## src/rtl/fsm_mon_pkg.sv

```systemverilog
package fsm_mon_pkg;

    localparam int REG_W        = 16;
    localparam int MUTE_BIT     = 0;
    localparam int GPO_SEL_BIT  = 1;
    localparam int INVERT_BIT   = 2;
    localparam logic [REG_W-1:0] CTRL_RESET = 16'h0003;

    typedef enum logic {
        ADDR_CTRL = 1'b0,
        ADDR_PIN  = 1'b1
    } reg_addr_e;

endpackage

```

## src/rtl/sync_cadence_tracker.sv

```systemverilog
module sync_cadence_tracker #(
    parameter int HIGH_LEN = 16,
    parameter int LOW_LEN  = 240
) (
    input  logic clk,
    input  logic rst,
    input  logic sync_in,
    output logic loss_o
);
    localparam int RUN_W = $clog2(LOW_LEN + 2);
    localparam logic [RUN_W-1:0] RUN_MAX = {RUN_W{1'b1}};
    localparam logic [RUN_W-1:0] HI_RUN  = RUN_W'(HIGH_LEN);
    localparam logic [RUN_W-1:0] LO_RUN  = RUN_W'(LOW_LEN);

    typedef struct packed {
        logic             lvl;
        logic [RUN_W-1:0] run;
        logic             hi_ok;
        logic             loss;
    } trk_t;

    trk_t st_d, st_q;
    logic viol, good;

    always_comb begin
        st_d = st_q;
        viol = 1'b0;
        good = 1'b0;
        st_d.lvl = sync_in;
        if (sync_in == st_q.lvl) begin
            if (st_q.run != RUN_MAX) st_d.run = st_q.run + 1'b1;
        end else begin
            st_d.run = RUN_W'(1);
        end
        // run continues past its allowed length
        if (sync_in && st_q.lvl && st_q.run == HI_RUN) viol = 1'b1;
        if (!sync_in && !st_q.lvl && st_q.run == LO_RUN) begin
            viol = 1'b1;
            st_d.hi_ok = 1'b0;
        end
        // falling sample closes a high run
        if (!sync_in && st_q.lvl) begin
            st_d.hi_ok = (st_q.run == HI_RUN);
            viol = (st_q.run != HI_RUN);
        end
        // rising sample closes a low run and with it a frame
        if (sync_in && !st_q.lvl) begin
            good = st_q.hi_ok && (st_q.run == LO_RUN);
            viol = !good;
            st_d.hi_ok = 1'b0;
        end
        if (viol)      st_d.loss = 1'b1;
        else if (good) st_d.loss = 1'b0;
    end

    always_ff @(posedge clk) begin
        if (rst) begin
            st_q <= '{lvl: 1'b0, run: '0, hi_ok: 1'b0, loss: 1'b1};
        end else begin
            st_q <= st_d;
        end
    end

    assign loss_o = st_q.loss;

    assert_long_high_R3: assert property (@(posedge clk) disable iff (rst)
        (st_q.lvl && sync_in && st_q.run == HI_RUN) |=> loss_o);

    assert_long_low_R4: assert property (@(posedge clk) disable iff (rst)
        (!st_q.lvl && !sync_in && st_q.run == LO_RUN) |=> loss_o);

    assert_clear_on_rise_R5: assert property (@(posedge clk) disable iff (rst)
        $fell(loss_o) |-> $past(sync_in && !st_q.lvl));

endmodule

```

## src/rtl/link_ctrl_regs.sv

```systemverilog
module link_ctrl_regs
    import fsm_mon_pkg::*;
(
    input  logic             clk,
    input  logic             rst,
    input  logic             wr_en,
    input  logic             wr_addr,
    input  logic [REG_W-1:0] wr_data,
    input  logic             slot_gpo_bit,
    output logic             mute_en_o,
    output logic             invert_o,
    output logic             gpo_o
);
    typedef struct packed {
        logic [REG_W-1:0] ctrl;
        logic             pin;
    } regs_t;

    regs_t rg_d, rg_q;

    always_comb begin
        rg_d = rg_q;
        if (wr_en) begin
            if (reg_addr_e'(wr_addr) == ADDR_CTRL) rg_d.ctrl = wr_data;
            else                                   rg_d.pin  = wr_data[0];
        end
    end

    always_ff @(posedge clk) begin
        if (rst) rg_q <= '{ctrl: CTRL_RESET, pin: 1'b0};
        else     rg_q <= rg_d;
    end

    assign mute_en_o = rg_q.ctrl[MUTE_BIT];
    assign invert_o  = rg_q.ctrl[INVERT_BIT];
    assign gpo_o     = rg_q.ctrl[GPO_SEL_BIT] ? rg_q.pin : slot_gpo_bit;

    assert_pin_write_R10: assert property (@(posedge clk) disable iff (rst)
        (wr_en && wr_addr) |=> (rg_q.pin == $past(wr_data[0])));

    assert_ctrl_kept_R10: assert property (@(posedge clk) disable iff (rst)
        (wr_en && wr_addr) |=> $stable(rg_q.ctrl));

endmodule

```

## src/rtl/pcm_sample_path.sv

```systemverilog
module pcm_sample_path #(
    parameter int SAMPLE_W = 20
) (
    input  logic                clk,
    input  logic                rst,
    input  logic [SAMPLE_W-1:0] in_data,
    input  logic                in_valid,
    input  logic                mute_i,
    input  logic                invert_i,
    output logic [SAMPLE_W-1:0] out_data,
    output logic                out_valid
);
    localparam logic [SAMPLE_W-1:0] MOST_NEG = {1'b1, {(SAMPLE_W-1){1'b0}}};
    localparam logic [SAMPLE_W-1:0] MOST_POS = {1'b0, {(SAMPLE_W-1){1'b1}}};

    typedef struct packed {
        logic [SAMPLE_W-1:0] data;
        logic                vld;
    } smp_t;

    smp_t sp_d, sp_q;
    logic [SAMPLE_W-1:0] shaped;

    always_comb begin
        if (!invert_i)                shaped = in_data;
        else if (in_data == MOST_NEG) shaped = MOST_POS;
        else                          shaped = -in_data;

        sp_d     = sp_q;
        sp_d.vld = in_valid;
        if (mute_i)        sp_d.data = '0;
        else if (in_valid) sp_d.data = shaped;
    end

    always_ff @(posedge clk) begin
        if (rst) sp_q <= '{data: '0, vld: 1'b0};
        else     sp_q <= sp_d;
    end

    assign out_data  = sp_q.data;
    assign out_valid = sp_q.vld;

    assert_mute_zero_R6: assert property (@(posedge clk) disable iff (rst)
        mute_i |=> (out_data == '0));

    assert_valid_lag_R8: assert property (@(posedge clk) disable iff (rst)
        1'b1 |=> (out_valid == $past(in_valid)));

    assert_saturate_R8: assert property (@(posedge clk) disable iff (rst)
        (in_valid && invert_i && !mute_i && in_data == MOST_NEG) |=> (out_data == MOST_POS));

endmodule

```

## src/rtl/frame_sync_monitor.sv

```systemverilog
module frame_sync_monitor
    import fsm_mon_pkg::*;
#(
    parameter int HIGH_LEN = 16,
    parameter int LOW_LEN  = 240,
    parameter int SAMPLE_W = 20
) (
    input  logic                clk,
    input  logic                rst,
    input  logic                sync_in,
    input  logic                wr_en,
    input  logic                wr_addr,
    input  logic [REG_W-1:0]    wr_data,
    input  logic                slot_gpo_bit,
    input  logic [SAMPLE_W-1:0] pcm_in,
    input  logic                pcm_in_valid,
    output logic [SAMPLE_W-1:0] pcm_out,
    output logic                pcm_out_valid,
    output logic                sync_lost,
    output logic                gpo_out
);
    logic loss_w, mute_en_w, invert_w, mute_now;

    sync_cadence_tracker #(.HIGH_LEN(HIGH_LEN), .LOW_LEN(LOW_LEN)) u_track (
        .clk     (clk),
        .rst     (rst),
        .sync_in (sync_in),
        .loss_o  (loss_w)
    );

    link_ctrl_regs u_regs (
        .clk          (clk),
        .rst          (rst),
        .wr_en        (wr_en),
        .wr_addr      (wr_addr),
        .wr_data      (wr_data),
        .slot_gpo_bit (slot_gpo_bit),
        .mute_en_o    (mute_en_w),
        .invert_o     (invert_w),
        .gpo_o        (gpo_out)
    );

    assign mute_now = mute_en_w && loss_w;

    pcm_sample_path #(.SAMPLE_W(SAMPLE_W)) u_path (
        .clk       (clk),
        .rst       (rst),
        .in_data   (pcm_in),
        .in_valid  (pcm_in_valid),
        .mute_i    (mute_now),
        .invert_i  (invert_w),
        .out_data  (pcm_out),
        .out_valid (pcm_out_valid)
    );

    assign sync_lost = loss_w;

    assert_pass_unmuted_R7: assert property (@(posedge clk) disable iff (rst)
        (pcm_in_valid && !mute_en_w && !invert_w) |=> (pcm_out == $past(pcm_in)));

endmodule

```

## config.mk

```make
export PLATFORM = sky130hd
export DESIGN_NAME = frame_sync_monitor
export DESIGN_NICKNAME = d
export VERILOG_FILES = /design/src/rtl/fsm_mon_pkg.sv /design/src/rtl/sync_cadence_tracker.sv /design/src/rtl/link_ctrl_regs.sv /design/src/rtl/pcm_sample_path.sv /design/src/rtl/frame_sync_monitor.sv
export SDC_FILE = /design/constraint.sdc
export NUM_CORES = 1
export LEC_CHECK = 0
export ABC_AREA = 0
export BUFFER_PORTS_ARGS = -buffer_cell sky130_fd_sc_hd__clkbuf_2
export CORE_MARGIN = 5
export CORE_UTILIZATION = 42
export DETAILED_ROUTE_END_ITERATION = 8
export PLACE_DENSITY = 0.72
export SLEW_MARGIN = 25
export SYNTH_ARGS = -nofsm -noshare
export SYNTH_HDL_FRONTEND = slang
export SYNTH_SLANG_ARGS = --single-unit
```

## constraint.sdc

```tcl
create_clock -name clk -period 2 [get_ports clk]
set_clock_uncertainty 0.05 [all_clocks]
set_input_delay 0.1 -clock clk [delete_from_list [all_inputs] [get_ports clk]]
set_output_delay 0.1 -clock clk [all_outputs]
set_load 0.02 [all_outputs]
```

==> impl_metrics.yaml, run 1 <==
status:
  outcome: "completed"
clock_tree:
  cts_tree: "built"
  insertion_delay_ns: 0.28
  htreeDepth: 2
  clock_path_buffers: 2
  root_buffer: "clkbuf_8"
  cts_sinks: 36
  cts_buffers: 5
  clkTransAtPathRegs_ns: 0.07
global_route:
  grt_antenna_before_repair: 0
  grt_pass1_wl_mm: 7.73
  grt_use_total: 0.153
  gr-total-overflow: 0
  grt_max_degree: 23
  grt_pass1_vias: 1726
yosys:
  synth-seq-cells: 36
  syn_inst: 216
  synth-edff-count: 0
  yosysWarnings: 0
  async_flop_share: 0
  avgSynthCellArea_um2: 8.80
  yosysUniqueCellTypes: 37
  synth.yosys.seq_area_share: 0.379
  synthFlopType: "dfxtp_1"
  synth_fp_nets: 266
  syn_area_um2: 1900
timing:
  holdWs_ns: 0.0437
  period_minus_slack_ns: 1.86
  fin_tns_setup_ns: 0
  fin_crit_sh: 0.931
  setup_violations: 0
  tightest_slew_ns: 0.452
  slew_viol_final: 0
  slew_headroom: 0.696
  fmax_ghz: 0.537
  rsz0062_at_grt: "no"
  finalHoldViolCount: 0
power:
  power.leakage_nw: 0.999
  power_density_nw_per_um2: 657
  ir_worst_vdd_v: 0.000282
setup_path:
  reg2regPathDepth: 6
  end_kind: "flop"
  startpoint_type: "input port"
  required_ns: 2.12
  crit_fanout: 7
  worstSetupPathType: "in2reg"
  cp.arrival_ns: 1.98
cells_and_area:
  area_delta_synth_final_pct: 27.8
  fin_util: 0.554
  layout-drive-gt1-share: 0.336
  instances_no_fill: 332
  nFillCells: 417
  final_common_cell: "clkbuf_2"
  layout_common_cells: "clkbuf_2, dfxtp_1, o21ai_0"
  diodes: 0
  nets: 329
floorplan:
  fp.coreArea_um2: 4380
  initial_core_util: 0.434
  rows: 24
  die_w_um: 77.3
  ios: 66
  dieHeight_um: 77.3
  design.die.area_um2: 5970
place:
  post-place-cells: 322
  dp_hpwl_mm: 3.33
  gp_congestion: 0.843
  io_buffers: 52
route:
  dr_wl_met2_mm: 2.12
  wl_met3_um: 197
  drt-met1-wl_mm: 2.07
  drtPass1Iterations: 4
  wl_per_cell_um: 13.3
  drt-initial-drc-count: 72
  final_antenna_net_count: 0
  vias: 1777
  drcViolationCount: 0
  top_layer: "met4"
  routed_wl_mm: 4.41
  via_per_inst: 5.35
run:
  drv_cap: 0
hold_path:
  holdPathStages: 3
  hold_path.class: "in2reg"
Yosys cell counts (7+ instances only):
cell,instances,area (um2)
nand2_1,10,37.5
a31oi_1,13,81.3
xnor2_1,11,96.3
dfxtp_1,36,721
o221a_2,7,78.8
nor2_1,8,30.0
xor2_1,9,78.8
ha_1,7,87.6
inv_1,9,33.8
clkbuf_1,14,52.6
o21ai_0,21,105
nand3_1,8,40.0
registers in the layout, summed over array words and instances, names as in the netlist:
register,count
u_path.out_data,20
u_track.st_q,10
u_regs.rg_q,2
u_path.out_valid,1
u_regs.invert_o,1
u_regs.mute_en_o,1
u_track.loss_o,1
worst paths after layout:
check	from	endpoint	slack, ns
worst max-delay path	pcm_in[6]	u_path.out_data[18]$_SDFFE_PP0P_	0.14
worst min-delay path	wr_en	u_regs.rg_q[0]$_SDFFE_PP0P_	0.04
worst max register to register	u_track.st_q[2]$_SDFFE_PP0P_	u_track.loss_o$_SDFFE_PP1P_	0.43
worst min register to register	u_regs.rg_q[0]$_SDFFE_PP0P_	u_regs.rg_q[0]$_SDFFE_PP0P_	0.42
routing by layer:
metal,track usage,up-vias
met5,0,-
met4,0.0361,0
met3,0.0410,2
met2,0.259,37
met1,0.193,823
li1,-,915
repair_timing:
item / in CTS / in global routing
gates resized for setup: 0 / 0
hold buffers: 2 / 0
setup endpoints to repair: 0 / 0
hold endpoints to repair: 2 / 0
buffers inserted: 0 / 0
layout make-up:
type / count / area (um2) / area share
Clock buffer: 6 / 72.6 / 0.0299
Clock inverter: 2 / 35.0 / 0.0144
Inverter: 9 / 33.8 / 0.0139
Multi-Input combinational cell: 156 / 1090 / 0.451
Sequential cell: 36 / 721 / 0.297
Tap cell: 52 / 65.1 / 0.0268
Timing Repair Buffer: 71 / 408 / 0.168
worst max-delay path: stages:
cell and delay (ns):
clkbuf_2 0.09, or4_1 0.63, or3_4 0.45, o31a_1 0.34
a2111oi_4 0.29, nor3_2 0.07
power by group:
part           internal [mW]  switching, mW  total [mW]
Sequential             0.737         0.0110       0.748
Combinational          0.105          0.124       0.229
Clock                  0.370          0.251       0.621
Total                   1.21          0.386        1.60
through the flow:
| step | cell area, um2 | power (mW) | worst slack, ns |
|---|---|---|---|
| floorplan | 1920 | 0.892 | 0.00807 |
| global placement | 2300 | 0.986 | -0.130 |
| detailed placement | 2300 | 0.991 | -0.156 |
| CTS | 2430 | 1.62 | 0.148 |
| global route | 2430 | 1.69 | 0.0718 |
| finish | 2430 | 1.60 | 0.137 |
cells by family after synthesis:
family	after synthesis	share of synthesized area
flops	36	0.379
fa+ha+maj	7	0.0461
compound gates	64	0.238
simple gates	62	0.181
buf+inv	24	0.0480
xor+xnor	20	0.0921
mux	3	0.0164
Note: power is estimated with default switching activity, not from simulation.
==> run 2, diff against run 1 <==
--- a/config.mk
+++ b/config.mk
@@ -6,7 +6,7 @@
 export NUM_CORES = 1
 export LEC_CHECK = 0
 export ABC_AREA = 0
-export BUFFER_PORTS_ARGS = -buffer_cell sky130_fd_sc_hd__clkbuf_2
+export BUFFER_PORTS_ARGS = -buffer_cell sky130_fd_sc_hd__buf_2
 export CORE_MARGIN = 5
 export CORE_UTILIZATION = 42
 export DETAILED_ROUTE_END_ITERATION = 8
==> impl_metrics.yaml, run 2 (synthesized netlist as in run 1, its figures left out) <==
clock_tree:
  htreeDepth: 2
  cts_resized: 0
  cts_tree: "built"
  clock_path_buffers: 2
  clkTransAtPathRegs_ns: 0.08
  root_buffer: "clkbuf_8"
  cts_sinks: 36
  cts_buffers: 5
  insertion_delay_ns: 0.28
timing:
  period_minus_slack_ns: 1.81
  rsz0062_at_grt: "no"
  setup_violations: 0
  fmax_ghz: 0.552
  fin_crit_sh: 0.905
  slew_viol_final: 0
  fin_tns_setup_ns: 0
  slew_headroom: 0.667
  setup_ws_ns: 0.189
  finalHoldViolCount: 0
  tightest_slew_ns: 0.495
power:
  power.leakage_nw: 1.01
  p_total_mw: 1.61
  power_density_nw_per_um2: 662
  ir_worst_vdd_v: 0.000264
cells_and_area:
  layout-drive-gt1-share: 0.336
  final_common_cell: "buf_2"
  layout_common_cells: "buf_2, dfxtp_1, o21ai_0"
  multi_input_area_um2: 1090
  instances_no_fill: 332
  nets: 329
  regArea_um2: 721
  area_delta_synth_final_pct: 27.8
  largest_reg_flops: 20
  nFillCells: 418
  diodes: 0
place:
  gp_congestion: 0.858
  dp_hpwl_mm: 3.36
  io_buffers: 52
  post-place-ws_ns: -0.126
  post-place-cells: 322
floorplan:
  initial_core_util: 0.434
  dieHeight_um: 77.3
  design.die.area_um2: 5970
  die_w_um: 77.3
  ios: 66
  fp.coreArea_um2: 4380
  rows: 24
run:
  drv_cap: 0
global_route:
  met3_usage: 0.0433
  grt_max_degree: 23
  grt_pass1_vias: 1744
  met1_usage: 0.191
  grt.busiest_layer: "met2"
  grt_pass1_wl_mm: 7.77
  gr-total-overflow: 0
  gr-usage-met2: 0.263
  grt_antenna_before_repair: 0
  grt_use_total: 0.156
route:
  drtPass1Iterations: 4
  wl_per_cell_um: 13.5
  final_antenna_net_count: 0
  via_per_inst: 5.34
  vias: 1772
  drt-initial-drc-count: 77
  drcViolationCount: 0
  routed_wl_mm: 4.47
hold_path:
  hold_path.class: "in2reg"
setup_path:
  crit_family: "simple AND/OR/NAND/NOR gates"
  slowest_stage: "or4_1"
  required_ns: 2.13
  cp.arrival_ns: 1.94
  crit_chain: "buf_2 > or4_1 > or3_4 > o31a_1 > a2111oi_4 > nor3_2"
  critPathBufInv: 1
  worstSetupPathType: "in2reg"
  end_kind: "flop"
  crit_fanout: 4
  startpoint_type: "input port"
  critical-path-max-stage-delay_ns: 0.56
  reg2reg_slack_ns: 0.47
status:
  outcome: "completed"
==> run 2: cell types whose count changed in the layout (fill, tap and decap cells not counted), sizes merged <==
cell / previous run / this run
clkbuf: 58 / 6
buf: 17 / 69
==> run 2: where the power goes <==
group | leakage, nW | internal [mW] | switching, mW
registers | 0.293 | 0.736 | 0.0102
logic | 0.661 | 0.104 | 0.125
clock network | 0.0552 | 0.370 | 0.263
total | 1.01 | 1.21 | 0.398
==> run 2: worst min-delay path, delay by kind of cell <==
kind                   cells  cell delay, ns
buffers and inverters      1            0.08
AND/OR/NAND/NOR            1            0.07
multiplexers               1            0.06
==> run 2: stage by stage <==
stage	hold WS (ns)	instance area, um2	utilization
final	0.00341	2430	0.554
after global routing	0.00447	2430	0.554
after CTS	0.000736	2430	0.554
after detailed placement	0.264	2300	0.525
after global placement	0.253	2300	0.525
after floorplan	0.168	1920	-
==> run 2: per-layer routing <==
metal / up-vias / part of all wire / wire, um
met5: - / 0 / 0
met4: 0 / 0.0074 / 33
met3: 5 / 0.044 / 199
met2: 39 / 0.49 / 2200
met1: 811 / 0.46 / 2040
li1: 917 / - / -
==> run 2: timing repair <==
action | in CTS | in global routing
setup buffers | 0 | 0
hold buffers | 2 | 0
endpoints found under the hold margin | 2 | 0
==> run 2: cell type report <==
class / instances / area share
Multi-Input combinational cell: 156 / 0.451
Inverter: 9 / 0.0139
Sequential cell: 36 / 0.297
Timing Repair Buffer: 71 / 0.168
Tap cell: 52 / 0.0268
Clock inverter: 2 / 0.0144
Clock buffer: 6 / 0.0299
==> run 2: worst paths after layout <==
path / from / end / cells past startpoint
setup / recovery: pcm_in[7] / u_path.out_data[18]$_SDFFE_PP0P_ / 6
hold / removal: wr_data[2] / u_regs.invert_o$_SDFFE_PP0P_ / 3
setup reg to reg: u_track.st_q[3]$_SDFFE_PP0P_ / u_track.st_q[2]$_SDFFE_PP0P_ / 6
hold reg to reg: u_regs.rg_q[0]$_SDFFE_PP0P_ / u_regs.rg_q[0]$_SDFFE_PP0P_ / 2
